===== src/rtl/spi_wp_pkg.sv =====
package spi_wp_pkg;
  localparam logic [7:0] OP_WREN = 8'h06;
  localparam logic [7:0] OP_WRDI = 8'h04;
  localparam logic [7:0] OP_RDSR = 8'h05;
  localparam logic [7:0] OP_WRSR = 8'h01;
  localparam logic [7:0] OP_PP   = 8'h02;
  localparam logic [7:0] OP_SE   = 8'hD8;
  localparam logic [7:0] OP_BE   = 8'hC7;
  localparam logic [7:0] OP_DP   = 8'hB9;
  localparam logic [7:0] OP_RDP  = 8'hAB;

  typedef struct packed {
    logic       lock;
    logic [2:0] code;
  } nv_bits_t;
endpackage


===== src/rtl/wp_rst_sync.sv =====
module wp_rst_sync (
  input  logic clk,
  input  logic rst_n,
  output logic rst_sync_n
);
  logic meta_q;

  always_ff @(posedge clk or negedge rst_n) begin
    if (!rst_n) begin
      meta_q     <= 1'b0;
      rst_sync_n <= 1'b0;
    end else begin
      meta_q     <= 1'b1;
      rst_sync_n <= meta_q;
    end
  end
endmodule


===== src/rtl/wp_region_decode.sv =====
module wp_region_decode #(
  parameter int ADDR_W  = 24,
  parameter int MEM_AW  = 21,
  parameter int SECT_AW = 12
) (
  input  logic [2:0]        code,
  input  logic [ADDR_W-1:0] addr,
  output logic              prot
);
  localparam int LW = MEM_AW + 1;

  logic [LW-1:0] limit;
  logic [LW-1:0] mem_a;
  logic          unused_hi;

  assign unused_hi = ^addr[ADDR_W-1:MEM_AW];
  assign mem_a     = {1'b0, addr[MEM_AW-1:0]};

  always_comb begin
    case (code)
      3'd0:    limit = '0;
      3'd6:    limit = LW'(1) << (MEM_AW - 1);
      3'd7:    limit = LW'(1) << MEM_AW;
      default: limit = LW'(1) << (SECT_AW - 1 + int'(code));
    endcase
  end

  assign prot = (mem_a < limit);
endmodule


===== src/rtl/wp_busy_timer.sv =====
module wp_busy_timer #(
  parameter int BUSY_CYCLES = 8
) (
  input  logic clk,
  input  logic rst_n,
  input  logic start,
  output logic busy,
  output logic done
);
  localparam int CW = $clog2(BUSY_CYCLES + 1);

  logic [CW-1:0] cnt_q, cnt_d;
  logic          busy_q, busy_d;

  always_comb begin
    cnt_d  = cnt_q;
    busy_d = busy_q;
    if (start) begin
      busy_d = 1'b1;
      cnt_d  = CW'(BUSY_CYCLES - 1);
    end else if (busy_q) begin
      if (cnt_q == '0) busy_d = 1'b0;
      else             cnt_d  = cnt_q - 1'b1;
    end
  end

  always_ff @(posedge clk or negedge rst_n) begin
    if (!rst_n) begin
      cnt_q  <= '0;
      busy_q <= 1'b0;
    end else begin
      cnt_q  <= cnt_d;
      busy_q <= busy_d;
    end
  end

  assign busy = busy_q;
  assign done = busy_q && (cnt_q == '0);
endmodule


===== src/rtl/spi_wp_ctrl.sv =====
module spi_wp_ctrl #(
  parameter int ADDR_W      = 24,
  parameter int MEM_AW      = 21,
  parameter int SECT_AW     = 12,
  parameter int BUSY_CYCLES = 8
) (
  input  logic              clk,
  input  logic              rst_n,
  input  logic              cmd_end,
  input  logic [7:0]        cmd_op,
  input  logic [ADDR_W-1:0] cmd_addr,
  input  logic [7:0]        cmd_data,
  input  logic              cmd_bits_ok,
  input  logic              wp_n,
  output logic [7:0]        status,
  output logic              cmd_accept,
  output logic              cmd_reject,
  output logic              addr_prot,
  output logic              dpd_active
);
  import spi_wp_pkg::*;

  logic     rst_i_n;
  nv_bits_t nv_q, nv_d;
  logic     wel_q, wel_d;
  logic     dpd_q, dpd_d;
  logic     acc_q, acc_d;
  logic     rej_q, rej_d;
  logic     busy, busy_done, start;
  logic     hw_locked, ok;
  logic     unused_data;

  assign unused_data = ^{cmd_data[6:5], cmd_data[1:0]};

  wp_rst_sync u_rst (
    .clk        (clk),
    .rst_n      (rst_n),
    .rst_sync_n (rst_i_n)
  );

  wp_region_decode #(
    .ADDR_W  (ADDR_W),
    .MEM_AW  (MEM_AW),
    .SECT_AW (SECT_AW)
  ) u_region (
    .code (nv_q.code),
    .addr (cmd_addr),
    .prot (addr_prot)
  );

  wp_busy_timer #(
    .BUSY_CYCLES (BUSY_CYCLES)
  ) u_timer (
    .clk   (clk),
    .rst_n (rst_i_n),
    .start (start),
    .busy  (busy),
    .done  (busy_done)
  );

  assign hw_locked = nv_q.lock && !wp_n;

  always_comb begin
    nv_d  = nv_q;
    wel_d = wel_q;
    dpd_d = dpd_q;
    acc_d = 1'b0;
    rej_d = 1'b0;
    start = 1'b0;
    ok    = 1'b0;
    if (busy_done) wel_d = 1'b0;
    if (cmd_end) begin
      if (dpd_q) begin
        if (cmd_op == OP_RDP) dpd_d = 1'b0;
      end else if (!busy) begin
        case (cmd_op)
          OP_WREN: wel_d = 1'b1;
          OP_WRDI: wel_d = 1'b0;
          OP_DP:   dpd_d = 1'b1;
          OP_WRSR, OP_PP, OP_SE, OP_BE: begin
            ok = cmd_bits_ok && wel_q;
            if (cmd_op == OP_WRSR)      ok = ok && !hw_locked;
            else if (cmd_op == OP_BE)   ok = ok && (nv_q.code == 3'd0);
            else                        ok = ok && !addr_prot;
            if (ok) begin
              start = 1'b1;
              acc_d = 1'b1;
              if (cmd_op == OP_WRSR) begin
                nv_d.lock = cmd_data[7];
                nv_d.code = cmd_data[4:2];
              end
            end else begin
              rej_d = 1'b1;
            end
          end
          default: ;
        endcase
      end
    end
  end

  always_ff @(posedge clk or negedge rst_i_n) begin
    if (!rst_i_n) begin
      nv_q  <= '0;
      wel_q <= 1'b0;
      dpd_q <= 1'b0;
      acc_q <= 1'b0;
      rej_q <= 1'b0;
    end else begin
      nv_q  <= nv_d;
      wel_q <= wel_d;
      dpd_q <= dpd_d;
      acc_q <= acc_d;
      rej_q <= rej_d;
    end
  end

  assign status     = {nv_q.lock, 2'b00, nv_q.code, wel_q, busy};
  assign cmd_accept = acc_q;
  assign cmd_reject = rej_q;
  assign dpd_active = dpd_q;
endmodule


===== config.mk =====
export PLATFORM = sky130hd
export DESIGN_NAME = spi_wp_ctrl
export DESIGN_NICKNAME = d
export VERILOG_FILES = /design/src/rtl/spi_wp_pkg.sv /design/src/rtl/wp_rst_sync.sv /design/src/rtl/wp_region_decode.sv /design/src/rtl/wp_busy_timer.sv /design/src/rtl/spi_wp_ctrl.sv
export SDC_FILE = /design/constraint.sdc
export NUM_CORES = 1
export LEC_CHECK = 0
export ABC_AREA = 1
export ABC_CLOCK_PERIOD_IN_PS = 2600
export BUFFER_PORTS_ARGS = -buffer_cell sky130_fd_sc_hd__buf_2
export CORE_UTILIZATION = 45
export DETAILED_ROUTE_END_ITERATION = 8
export PLACE_DENSITY = 0.73
export SLEW_MARGIN = 20
export SYNTH_ARGS = -nofsm -noshare
export SYNTH_HDL_FRONTEND = slang
export SYNTH_SLANG_ARGS = --single-unit

===== constraint.sdc =====
create_clock -name clk -period 2.6 [get_ports clk]
set_input_delay 0.52 -clock clk [delete_from_list [all_inputs] [get_ports clk]]
set_output_delay 0.52 -clock clk [all_outputs]
set_load 0.03 [all_outputs]

# Word level (Yosys, flattened, before mapping)
# Cells that the tools add are included.
# W data, S select, Z words.
# classes
n_reduce_logical,15
n_eq_ne,11
magnitude_cmp,1
bitwise,2
add_sub_neg,2
n_mux,32
n_shift,1
# ops
cell,n
$pmux W22 S3,1
$eq A8 B8 Y1 const B,4
$shl A1 B32 Y22 const A,1
$mux W1,27
$lt A21 B22 Y1,1
$eq A8 B3 Y1 const B,2
$mux W4,3
$eq A8 B1 Y1 const B,1
$eq A8 B2 Y1 const B,1
$eq A3 B3 Y1 const B,2
$logic_and A1 B1 Y1,6
$reduce_and A6 Y1,1
$add A4 B3 Y5 const A,1
$logic_not A4 Y1,1
$reduce_or A4 Y1,1
$sub A4 B1 Y4 const B,1
$logic_not A1 Y1,3
$logic_not A3 Y1,1
$ne A2 B2 Y1 const B,1
$not A1 Y1,2
$pmux W1 S2,1
$reduce_and A2 Y1,1
$reduce_bool A2 Y1,1
# totals
reg_bits,15
output_inout_bits,12
inputBits,45

# Logic depth before layout (Yosys ltp)
# Gate-level depths: netlist (run 1).
# logic_depth
depth_word,19
mapped_depth,20

# By module
# A second synthesis (run 1) with hierarchy kept.
# hier_totals
cells_unflattened,243
area_unflattened_um2,1596.5
# by_module_without_submodules
mod,area_each_um2,cells_per_inst,instances
spi_wp_ctrl,660.6,105,1
wp_region_decode,578.1,96,1
wp_busy_timer,304.0,39,1
wp_rst_sync,53.8,3,1

# Worst setup path before layout (run 1)
# OpenSTA, ideal clock, no wires.
# synth_timing
kind,flip-flop to output port
startpoint,register nv_q (netlist bit status[3])
endpoint,output port addr_prot
slack_ns,-0.538
stages_incl_launch_ff,16
t_arrival_ns,2.618
n_path_buf,0
path_cell_list,dfrtp_1 nor2_1 inv_2 ha_1 inv_1 nand2_1 a21oi_1 nand4_1 ha_1 a21oi_1 o21ai_0 nand2_1 nand3_1 a21oi_1 nand2_2 inv_1
# synth_between
elab_chain_len,4
word_cells_on_any_way,7
# synth_rtl
element,line,rtl
"start, declared",spi_wp_ctrl.sv:24,"nv_bits_t nv_q, nv_d;"
"start signal, assigned",spi_wp_ctrl.sv:110,nv_q <= nv_d;
$add A4 B3 Y5,wp_region_decode.sv:24,default: limit = LW'(1) << (SECT_AW - 1 + int'(code));
$shl A1 B32 Y22,wp_region_decode.sv:24,
$pmux W22 S3 *,wp_region_decode.sv:20,case (code)
$lt A21 B22 Y1 *,wp_region_decode.sv:28,assign prot = (mem_a < limit);
"end, declared",spi_wp_ctrl.sv:18,"output logic addr_prot,"
# Mark *: on every way between the ends. The rest lies on a longest branch, timed or not.

# Worst setup path in the final report (run 1)
# layout_timing
startpoint,register nv_q (netlist bit status[2])
endpoint,output port addr_prot
# The elaborated chain is that of the path after synthesis.

==> results.ini, run 1 <==
[run_status]
outcome=complete, but fails checks
failed_checks=negative setup slack

[worst_setup_path]
arrival_ns=2.62
path_class=reg -> out
critPathRequiredTime_ns=2.08
start_kind=flop
critPathMaxFanout=5
cp-end-kind=output port

[clock_tree]
clk_pin_slew_ns=0.10
numCtsBuffers=3
ctsRootBufferMaster=clkbuf_4
cts_buffer_depth=2
htreeDepth=1
clock_latency_ns=0.29
cts_tree=done
cts_sinks=15

[timing]
rsz0062_at_grt=yes
fin_skew_ns=0.0167
setup-tns-final_ns=-4.34
setup_slack_ns=-0.545
hold_viol_final=0
slew_viol_final=0
max_freq_ghz=0.318
setup_viol=12
timing.final.crit_share_pct=121
period_needed_ns=3.14

[global_route]
grt.met1_usage_pct=23.4
grt_max_degree=14
use_met2_pct=41.0
busiest_layer=met2
use_met3_pct=3.90
grt_overflow_total=0
grt_pass1_wl_mm=5.75
grt_pass1_vias=1512
gr-usage-all-layers_pct=20.9
antenna_found_initial=0

[cells_and_area]
drive_gt1_share_pct=40.1
final_util_pct=68.9
area_growth_syn_to_layout_pct=42.5
diodes=0
nets=360

[yosys]
avgSynthCellArea_sq_um=7.04
yosysTopAreaCellShare_pct=25.0
synthFlopType=dfrtp_1
synth.most_common_cell=nand2_1
synth_edf_count=0
synth_area_sq_mm=0.00150
yosys_warnings=0
netlist_top_cells_count=50 x nand2_1, 28 x inv_1, 22 x ha_1, 21 x nor2_1, 15 x dfrtp_1
ys_seq_area_share_pct=25.0
synth.lib_cells_used.distinct=30
synthTopCellsByArea=dfrtp_1 25%, ha_1 18%, nand2_1 13%
synth-async-reset-ratio_pct=100
yosys.area.top_type=dfrtp_1
ys_seq_elements=15
synth_cells=213

[floorplanning]
coreArea_sq_mm=0.00310
start_util_pct=48.3
dieArea_sq_mm=0.00357
rows=20
die_h_um=59.7
die_w_um=59.7
io_pins=57

[placed_design]
io_buffer_count=47
dp_hpwl_mm=2.71
gp_congestion=0.780

[routing]
wire_per_inst_um=10.0
remaining_drc_errors=0
vias=1610
viasPerCell=4.79
dr.first_iter.drc_count=28
wirelength_mm=3.37
ant_nets=0
dr.pass1.iters=4

[power]
powerDensity_mw_per_mm2=238
peakVddDrop_mv=0.473
power_leakage_uw=0.00118

[flow_run]
drv_cap=0

[min_path]
hold_path.class=reg -> async

worst paths after layout:
kind,startpoint,end,slack [ns],cells past startpoint
setup / recovery,status[2],addr_prot,-0.54,17
hold / removal,u_rst.rst_sync_n,status[7],0.18,0
setup reg to reg,status[2],u_timer.cnt_q[3],-0.43,22
hold reg to reg,u_rst.rst_sync_n,status[7],0.18,0
max in group asynchronous,rst_n,u_rst.rst_sync_n,1.97,2
min in group clk,u_rst.meta_q,u_rst.rst_sync_n,0.36,0
cells by family (layout without fill, tap and decap cells):
family                     count (synthesis)  count (layout)  share of synthesized area (%)
and+or+nand+nor                          114             114                           36.5
other                                      2              12                          0.501
buffers and inverters                     36             105                           10.1
AOI/OAI and AO/OA                         23              23                           8.92
xor gates and xnor gates                   1               1                          0.584
adders and majority gates                 22              22                           18.3
DFF                                       15              15                           25.0
final cells by class:
type	count	area, sq um
clock buffer	3	22.5
clock inverter	1	5.00
fill	293	966
inverter	31	121
multi-input combinational	172	1130
sequential	15	379
tap	44	55.1
timing repair buffer	70	420
flip-flops by register name (all words and copies together) (netlist names):
name,count
status,4
u_timer.busy,1
dpd_active,1
cmd_reject,1
cmd_accept,1
wel_q,1
u_timer.cnt_q,4
u_rst.rst_sync_n,1
u_rst.meta_q,1
cells in the final DEF (no fill, tap or decap), types with 3 or more instances in the layout:
cell type,instances
buf_2,46
nand2_1,43
inv_1,24
buf_4,21
ha_1,20
nor2_1,18
nand4_1,12
conb_1,12
dfrtp_1,12
nand2_2,10
o21ai_0,8
a21oi_1,7
nand3_1,6
inv_2,5
nand3_2,5
nor3_1,4
nor2_4,3
nand2_4,3
clkbuf_4,3
dfrtp_2,3
critical path, stage by stage, from the launching register on:
cell and delay, ns:
dfrtp_2 0.43, nor2_4 0.12, inv_2 0.06, ha_4 0.31, inv_4 0.05, nor2_4 0.09, nand3_2 0.07, nand2_2 0.09
nand3_2 0.08, ha_4 0.29, nand3_4 0.07, nor3_4 0.20, nand2_1 0.07, nor2_1 0.09, nand2_1 0.07, nand2_2 0.09
inv_4 0.03, buf_6 0.12
per-layer routing:
metal	wire length (um)	part of all wire, %
met1	1440	43
met2	1790	53
met3	109	3.2
met4	30	0.89
met5	0	0
metrics by stage:
step                      cells  worst slack [ns]  area, sq um  hold WS (ns)  power [uW]
after global placement      325            -0.285         1950         0.225         366
after CTS                   332            -0.553         2050       0.00652         505
after global routing        336            -0.719         2140         0.234         548
final                       336            -0.545         2140         0.183         509
after detailed placement    325            -0.294         1950         0.221         368
after floorplan             223            -0.161         1580         0.160         323
where the power goes:
group	internal [uW]	switching, uW
combinational	62.3	74.1
clock	57.2	74.5
sequential	236	5.05
total	356	154
repair_timing:
item                                    CTS  global route
endpoints found under the setup margin   12            12
gates cloned                              0             0
setup buffers                             3             3
hold buffers                              0             1
pin swaps                                13            20
endpoints found under the hold margin     0             2
gates resized for setup                  11            13
Note: power is estimated with default switching activity, not from simulation.
==> inputs of run 2 (changes only) <==
--- a/config.mk
+++ b/config.mk
@@ -5,12 +5,11 @@
 export SDC_FILE = /design/constraint.sdc
 export NUM_CORES = 1
 export LEC_CHECK = 0
-export ABC_AREA = 1
 export ABC_CLOCK_PERIOD_IN_PS = 2600
 export BUFFER_PORTS_ARGS = -buffer_cell sky130_fd_sc_hd__buf_2
-export CORE_UTILIZATION = 45
+export CORE_UTILIZATION = 44
 export DETAILED_ROUTE_END_ITERATION = 8
-export PLACE_DENSITY = 0.73
+export PLACE_DENSITY = 0.72
 export SLEW_MARGIN = 20
 export SYNTH_ARGS = -nofsm -noshare
 export SYNTH_HDL_FRONTEND = slang
==> run 2 against run 1 <==
Net effect:
- the run still ends with negative setup slack left
- global-route usage grew 2.2 points
- via count is 1.1% lower
- area after synthesis is 1.9% lower
- hold slack better by 0.038 ns
- highest routed layer unchanged
- synthesized cell count is 23% lower
==> results.ini, run 2 <==
[run_status]
outcome=complete, but fails checks
failed_checks=negative setup slack

[worst_setup_path]
cp_num_cells=12  ; -5
critical_path.top_delay_family=compound AO/OA/AOI/OAI gates
endpoint=addr_prot
critPathRequiredTime_ns=2.08  ; about the same
path_class=reg -> out
cp-end-kind=output port
slowest_stage=dfrtp_2
max_stage_delay_ns=0.41  ; -0.02 ns
crit_start=status[3]
r2r_end=u_timer.cnt_q[3]
crit_chain=or2_4 > ha_4 > buf_4 > nor3_4 > nand2_1 > ha_1 > a41o_1 > a21oi_1 > o211a_1 > a211o_1 > a21o_4 > buf_6
reg2reg_setup_slack_ns=-0.36  ; +0.07 ns
r2r_start=status[3]
cp.buffers_inverters=2  ; -2
rr_worst_depth=11  ; -50%
start_kind=flop
arrival_ns=2.93  ; +0.31 ns
critPathMaxFanout=3  ; -2

[clock_tree]
cts_buffer_depth=2  ; unchanged
numCtsBuffers=3  ; unchanged
ctsRootBufferMaster=clkbuf_4
clk_pin_slew_ns=0.10  ; about the same
htreeDepth=1  ; unchanged
cts_sinks=15  ; unchanged
clock_latency_ns=0.29  ; about the same
cts_tree=done

[yosys]
netlist_top_cells_count=22 x ha_1, 15 x dfrtp_1, 11 x nor2_1, 10 x nand2_1, 9 x a21oi_1
synthTopCellsByArea=dfrtp_1 26%, ha_1 19%, mux2_4 4.1%
synth.most_common_cell=ha_1
synth_area_sq_mm=0.00147  ; -1.9%
synth_edf_count=0  ; unchanged
ys_seq_area_share_pct=25.5  ; +0.49 points
synth_cells=165  ; -23%
yosys.area.top_type=dfrtp_1
synthFlopType=dfrtp_1
synth-async-reset-ratio_pct=100  ; unchanged
yosysTopAreaCellShare_pct=25.5  ; +0.49 points
avgSynthCellArea_sq_um=8.92  ; +27%
synth.lib_cells_used.distinct=47  ; +57%
ys_seq_elements=15  ; unchanged
yosys_warnings=0  ; unchanged

[placed_design]
dpl_cell_area_sq_mm=0.00194  ; -0.51%
dp_hpwl_mm=3.02  ; +11%
gp_congestion=0.847  ; +8.5%
io_buffer_count=47  ; unchanged

[routing]
vias=1593  ; -1.1%
remaining_drc_errors=0  ; unchanged
dr.first_iter.drc_count=48  ; +71%
ant_nets=0  ; unchanged
wirelength_mm=3.95  ; +17%
viasPerCell=5.59  ; +17%
wire_per_inst_um=13.8  ; +38%
dr.pass1.iters=5  ; +1

[floorplanning]
die_w_um=59.8  ; +0.15%
start_util_pct=47.4  ; -0.93 points
rows=20  ; unchanged
die_h_um=59.8  ; +0.15%
dieArea_sq_mm=0.00358  ; +0.30%
coreArea_sq_mm=0.00310  ; unchanged
io_pins=57  ; unchanged

[global_route]
grt_max_degree=14  ; unchanged
grt_pass1_vias=1554  ; +2.8%
busiest_layer=met2
use_met3_pct=4.33  ; +0.43 points
grt_pass1_wl_mm=6.29  ; +9.4%
grt.met1_usage_pct=24.1  ; +0.62 points
antenna_found_initial=0  ; unchanged
use_met2_pct=46.5  ; +5.6 points
grt_overflow_total=0  ; unchanged
gr-usage-all-layers_pct=23.0  ; +2.2 points

[power]
peakVddDrop_mv=0.417  ; -12%
powerDensity_mw_per_mm2=246  ; +3.2%
power_leakage_uw=0.00101  ; -15%

[timing]
setup_viol=8  ; -4
hold_viol_final=0  ; unchanged
worst_pin_slew_ns=0.521
setup_slack_ns=-0.847  ; -0.303 ns
rsz0062_at_grt=yes
max_freq_ghz=0.290  ; -8.8%
hold_slack_ns=0.221  ; +0.0381 ns
slew_viol_final=0  ; unchanged
max_slew_margin_pct=64.9
timing.final.crit_share_pct=133  ; +12 points
period_needed_ns=3.45  ; +0.303 ns
fin_skew_ns=0.0161  ; -0.000623 ns

[cells_and_area]
final_common_cell=buf_2
drive_gt1_share_pct=46.9  ; +6.8 points
diodes=0  ; unchanged
nets=309  ; -14%
most-common-layout-cells=46 x buf_2, 20 x buf_4, 18 x ha_1
final_cell_area_sq_mm=0.00214  ; about the same
area_growth_syn_to_layout_pct=45.3

[flow_run]
drv_cap=0  ; unchanged

[min_path]
hold_path.class=reg -> async

## run 2: cell types whose count changed after synthesis, moves of 5 or more
cell     previous run  this run
nand2_1            50        10
inv_1              28         7
nor2_1             21        11
nand4_1            12         7
## run 2: layout make-up
class,count,area (sq um)
Multi-Input combinational cell,144,1220
Fill cell,258,965
Timing Repair Buffer,71,435
Sequential cell,15,378
Tap cell,44,55.1
Inverter,7,26.3
Clock buffer,3,22.5
Clock inverter,1,5.00
## run 2: logic make-up (layout without fill, tap and decap cells)
family | Yosys count | in the layout | synth area share [%]
adders and majority gates | 22 | 22 | 18.7
other | 2 | 12 | 0.510
and+or+nand+nor | 58 | 58 | 22.5
muxes | 6 | 6 | 5.53
xor gates and xnor gates | 1 | 1 | 0.595
DFF | 15 | 15 | 25.5
AOI/OAI and AO/OA | 45 | 45 | 21.0
buffers and inverters | 16 | 82 | 5.61
## run 2: how the worst min path moves through the flow
stage / cells after the start / start / slack [ns] / end
final: 0 / u_rst.rst_sync_n / 0.22 / status[4]
after global routing: 0 / u_rst.rst_sync_n / 0.28 / status[4]
after CTS: 0 / u_rst.rst_sync_n / 0.24 / status[4]
after detailed placement: 0 / u_rst.rst_sync_n / 0.23 / u_timer.cnt_q[0]
after global placement: 0 / u_rst.rst_sync_n / 0.22 / status[7]
after floorplan: 0 / u_rst.rst_sync_n / 0.16 / cmd_accept
## run 2: repair_timing
item,in CTS,in global routing
pin swaps,7,14
gates resized for setup,8,21
endpoints found under the hold margin,1,0
setup endpoints to repair,8,8
buffers inserted,0,2
hold buffers,1,0
## run 2: stage by stage
stage          setup TNS [ns]  power, uW  utilization [%]  std cells  worst slack, ns
2_1_floorplan           -2.70        318                -        175           -0.587
3_3_place_gp            -2.58        374             62.5        278           -0.526
3_5_place_dp            -2.78        381             62.5        278           -0.583
4_1_cts                 -3.18        522             65.2        283           -0.872
5_1_grt                 -3.73        557             68.9        285           -0.956
6_report                -2.78        526             68.9        285           -0.847
## run 2: where the power goes
group / total, uW / internal [uW] / switching [uW] / leakage (uW)
sequential: 240 / 235 / 4.63 / 0.000196
combinational: 155 / 79.0 / 75.9 / 0.000792
clock: 132 / 57.1 / 74.5 / 0.0000177
## run 2: layer usage
| metal | vias to the layer above | part of all wire (%) |
|---|---|---|
| met1 | 758 | 40 |
| li1 | 770 | - |
| met3 | 10 | 4.5 |
| met4 | 0 | 2.8 |
| met5 | - | 0 |
| met2 | 55 | 53 |
==> inputs of run 3 (changes only) <==
--- a/config.mk
+++ b/config.mk
@@ -9,6 +9,7 @@
 export BUFFER_PORTS_ARGS = -buffer_cell sky130_fd_sc_hd__buf_2
 export CORE_UTILIZATION = 44
 export DETAILED_ROUTE_END_ITERATION = 8
+export GPL_TIMING_DRIVEN = 0
 export PLACE_DENSITY = 0.72
 export SLEW_MARGIN = 20
 export SYNTH_ARGS = -nofsm -noshare
==> run 3 against run 2 <==
Net effect:
- clock skew decreased by 0.0065 ns
- power fell by 2.0%
- via count is 6.8% lower
- critical endpoint unchanged
- wire length is 10% lower
- sequential share of layout area grew 0.83 points
- sequential power barely moved
- highest routed layer unchanged
- non-clock buffer count shrank 7
- combinational power is 5% lower
- the flow still finishes with violations (negative setup slack)
- critical path depth fell by 1
- die area did not move
- sequential cell count unchanged
==> results.ini, run 3 (synthesized netlist as in run 2, its figures left out) <==
[global_route]
grt_max_degree=14  ; unchanged
gr-usage-all-layers_pct=21.6  ; -1.4 points
grt_pass1_wl_mm=5.98  ; -5.0%
grt_pass1_vias=1466  ; -5.7%
antenna_found_initial=0  ; unchanged
grt_overflow_total=0  ; unchanged

[timing]
setup_viol=8  ; unchanged
rsz0062_at_grt=yes
worst_pin_slew_ns=0.530  ; +0.00915 ns
max_freq_ghz=0.279  ; -4.0%
slew_viol_final=0  ; unchanged
max_slew_margin_pct=64.3  ; -0.62 points
period_needed_ns=3.59  ; +0.143 ns
hold_slack_ns=0.214  ; -0.00731 ns
setup_slack_ns=-0.990  ; -0.143 ns
hold_viol_final=0  ; unchanged
fin_skew_ns=0.00957  ; -0.00651 ns
timing.final.crit_share_pct=138  ; +5.5 points

[floorplanning]
die_h_um=59.8  ; unchanged
io_pins=57  ; unchanged
rows=20  ; unchanged
start_util_pct=47.4  ; unchanged
coreArea_sq_mm=0.00310  ; unchanged
dieArea_sq_mm=0.00358  ; unchanged
die_w_um=59.8  ; unchanged

[cells_and_area]
drive_gt1_share_pct=41.5  ; -5.4 points
most-common-layout-cells=46 x buf_2, 18 x ha_1, 13 x buf_4, 13 x dfrtp_1, 12 x conb_1
diodes=0  ; unchanged
area_growth_syn_to_layout_pct=38.8
seq_area_sq_um=378  ; unchanged
multi_input_area_sq_mm=0.00118  ; -3.3%
nets=302  ; -2.3%
final_common_cell=buf_2
fillers=283  ; +9.7%
final_cell_area_sq_mm=0.00204  ; -4.5%

[worst_setup_path]
start_kind=flop
critPathMaxFanout=4  ; +1
cp_num_cells=11  ; -1
r2r_end=u_timer.cnt_q[3]
reg2reg_setup_slack_ns=-0.33  ; +0.03 ns
path_class=reg -> out
crit_top_cell=ha_4
slowest_stage=dfrtp_2
cp-end-kind=output port
crit_chain=buf_8 > or2_4 > ha_4 > nand2b_4 > or3_4 > ha_4 > nand4_1 > o211a_1 > a211o_1 > a21o_4 > buf_6
critical_path.top_delay_family=simple AND/OR/NAND/NOR gates
max_stage_delay_ns=0.43  ; +0.02 ns
cp.buffers_inverters=2  ; unchanged
rr_worst_depth=11  ; unchanged
r2r_start=status[2]
arrival_ns=3.07  ; +0.14 ns
critPathRequiredTime_ns=2.08  ; about the same

[routing]
remaining_drc_errors=0  ; unchanged
dr.first_iter.drc_count=29  ; -40%
ant_nets=0  ; unchanged
viasPerCell=5.34  ; -4.5%
vias=1484  ; -6.8%
wirelength_mm=3.55  ; -10%
dr.pass1.iters=4  ; -1
wire_per_inst_um=12.8  ; -7.7%

[clock_tree]
clock_latency_ns=0.28  ; about the same
cts_tree=done
htreeDepth=1  ; unchanged
numCtsBuffers=3  ; unchanged
cts_buffer_depth=2  ; unchanged
cts_sinks=15  ; unchanged
clk_pin_slew_ns=0.09  ; about the same
ctsRootBufferMaster=clkbuf_4

[placed_design]
dpl_cell_area_sq_mm=0.00187  ; -3.7%
gp_congestion=0.811  ; -4.2%
io_buffer_count=47  ; unchanged
dp_hpwl_mm=2.80  ; -7.0%
post-place-ws_ns=-0.853  ; -0.270 ns

[power]
power_leakage_uw=0.000958  ; -4.7%
powerDensity_mw_per_mm2=253  ; +2.7%
peakVddDrop_mv=0.345  ; -17%

[flow_run]
drv_cap=0  ; unchanged

[run_status]
outcome=complete, but fails checks
failed_checks=negative setup slack

[min_path]
hold_path.class=reg -> async

==> run 3: cell count changes in the layout (fill, tap and decap cells not counted), moves of 2 or more <==
cell and change:
buf_4 -7, o21ai_1 +3, o21ai_2 -3, buf_6 -2
==> run 3: cell type report <==
class	instances	share of cell area, %
Clock buffer	3	1.10
Sequential cell	15	18.5
Inverter	7	1.29
Tap cell	44	2.70
Buffer	7	2.94
Multi-Input combinational cell	144	57.6
Timing Repair Buffer	57	15.6
Clock inverter	1	0.245
==> run 3: power breakdown <==
| group | internal [uW] | leakage (uW) | switching, uW | total (uW) |
|---|---|---|---|---|
| sequential | 235 | 0.000196 | 4.56 | 240 |
| clock | 57.1 | 0.0000177 | 72.6 | 130 |
| combinational | 74.5 | 0.000744 | 72.1 | 147 |
| total | 367 | 0.000958 | 149 | 516 |
==> run 3: per-layer routing <==
layer / part of all wire (%) / track usage, %
met4: 0.37 / 3.99
met3: 4.4 / 4.55
met1: 42 / 24.0
met5: 0 / 0
met2: 53 / 41.9
==> run 3: timing repair <==
| action | 4_1_cts | 5_1_grt |
|---|---|---|
| gates cloned | 0 | 0 |
| endpoints found under the hold margin | 1 | 0 |
| pin swaps | 8 | 5 |
| setup endpoints to repair | 8 | 8 |
| hold buffers | 1 | 0 |
| buffers inserted | 8 | 1 |
| resized for setup | 10 | 7 |
==> run 3: worst register-to-register path, cell delays in order (launching register included) <==
cell	delay, ns
dfrtp_2	0.43
buf_8	0.12
or2_4	0.24
ha_4	0.31
nand2_4	0.06
or3_4	0.39
ha_4	0.28
a21oi_2	0.05
o211ai_1	0.21
a211oi_2	0.12
or3_4	0.42
o21a_1	0.19
==> run 3: worst max path at each step <==
stage	end	from
floorplan	addr_prot	status[2]
global placement	addr_prot	status[2]
detailed placement	addr_prot	status[2]
CTS	addr_prot	status[2]
global route	addr_prot	status[2]
finish	addr_prot	status[2]
==> run 3: stage by stage <==
stage / utilization (%) / std cells / setup TNS [ns] / power, uW
after floorplan: - / 175 / -2.70 / 318
after global placement: 60.2 / 266 / -3.56 / 363
after detailed placement: 60.2 / 266 / -3.66 / 370
after CTS: 64.3 / 277 / -2.69 / 516
after global routing: 65.8 / 278 / -3.64 / 548
final: 65.8 / 278 / -2.72 / 516
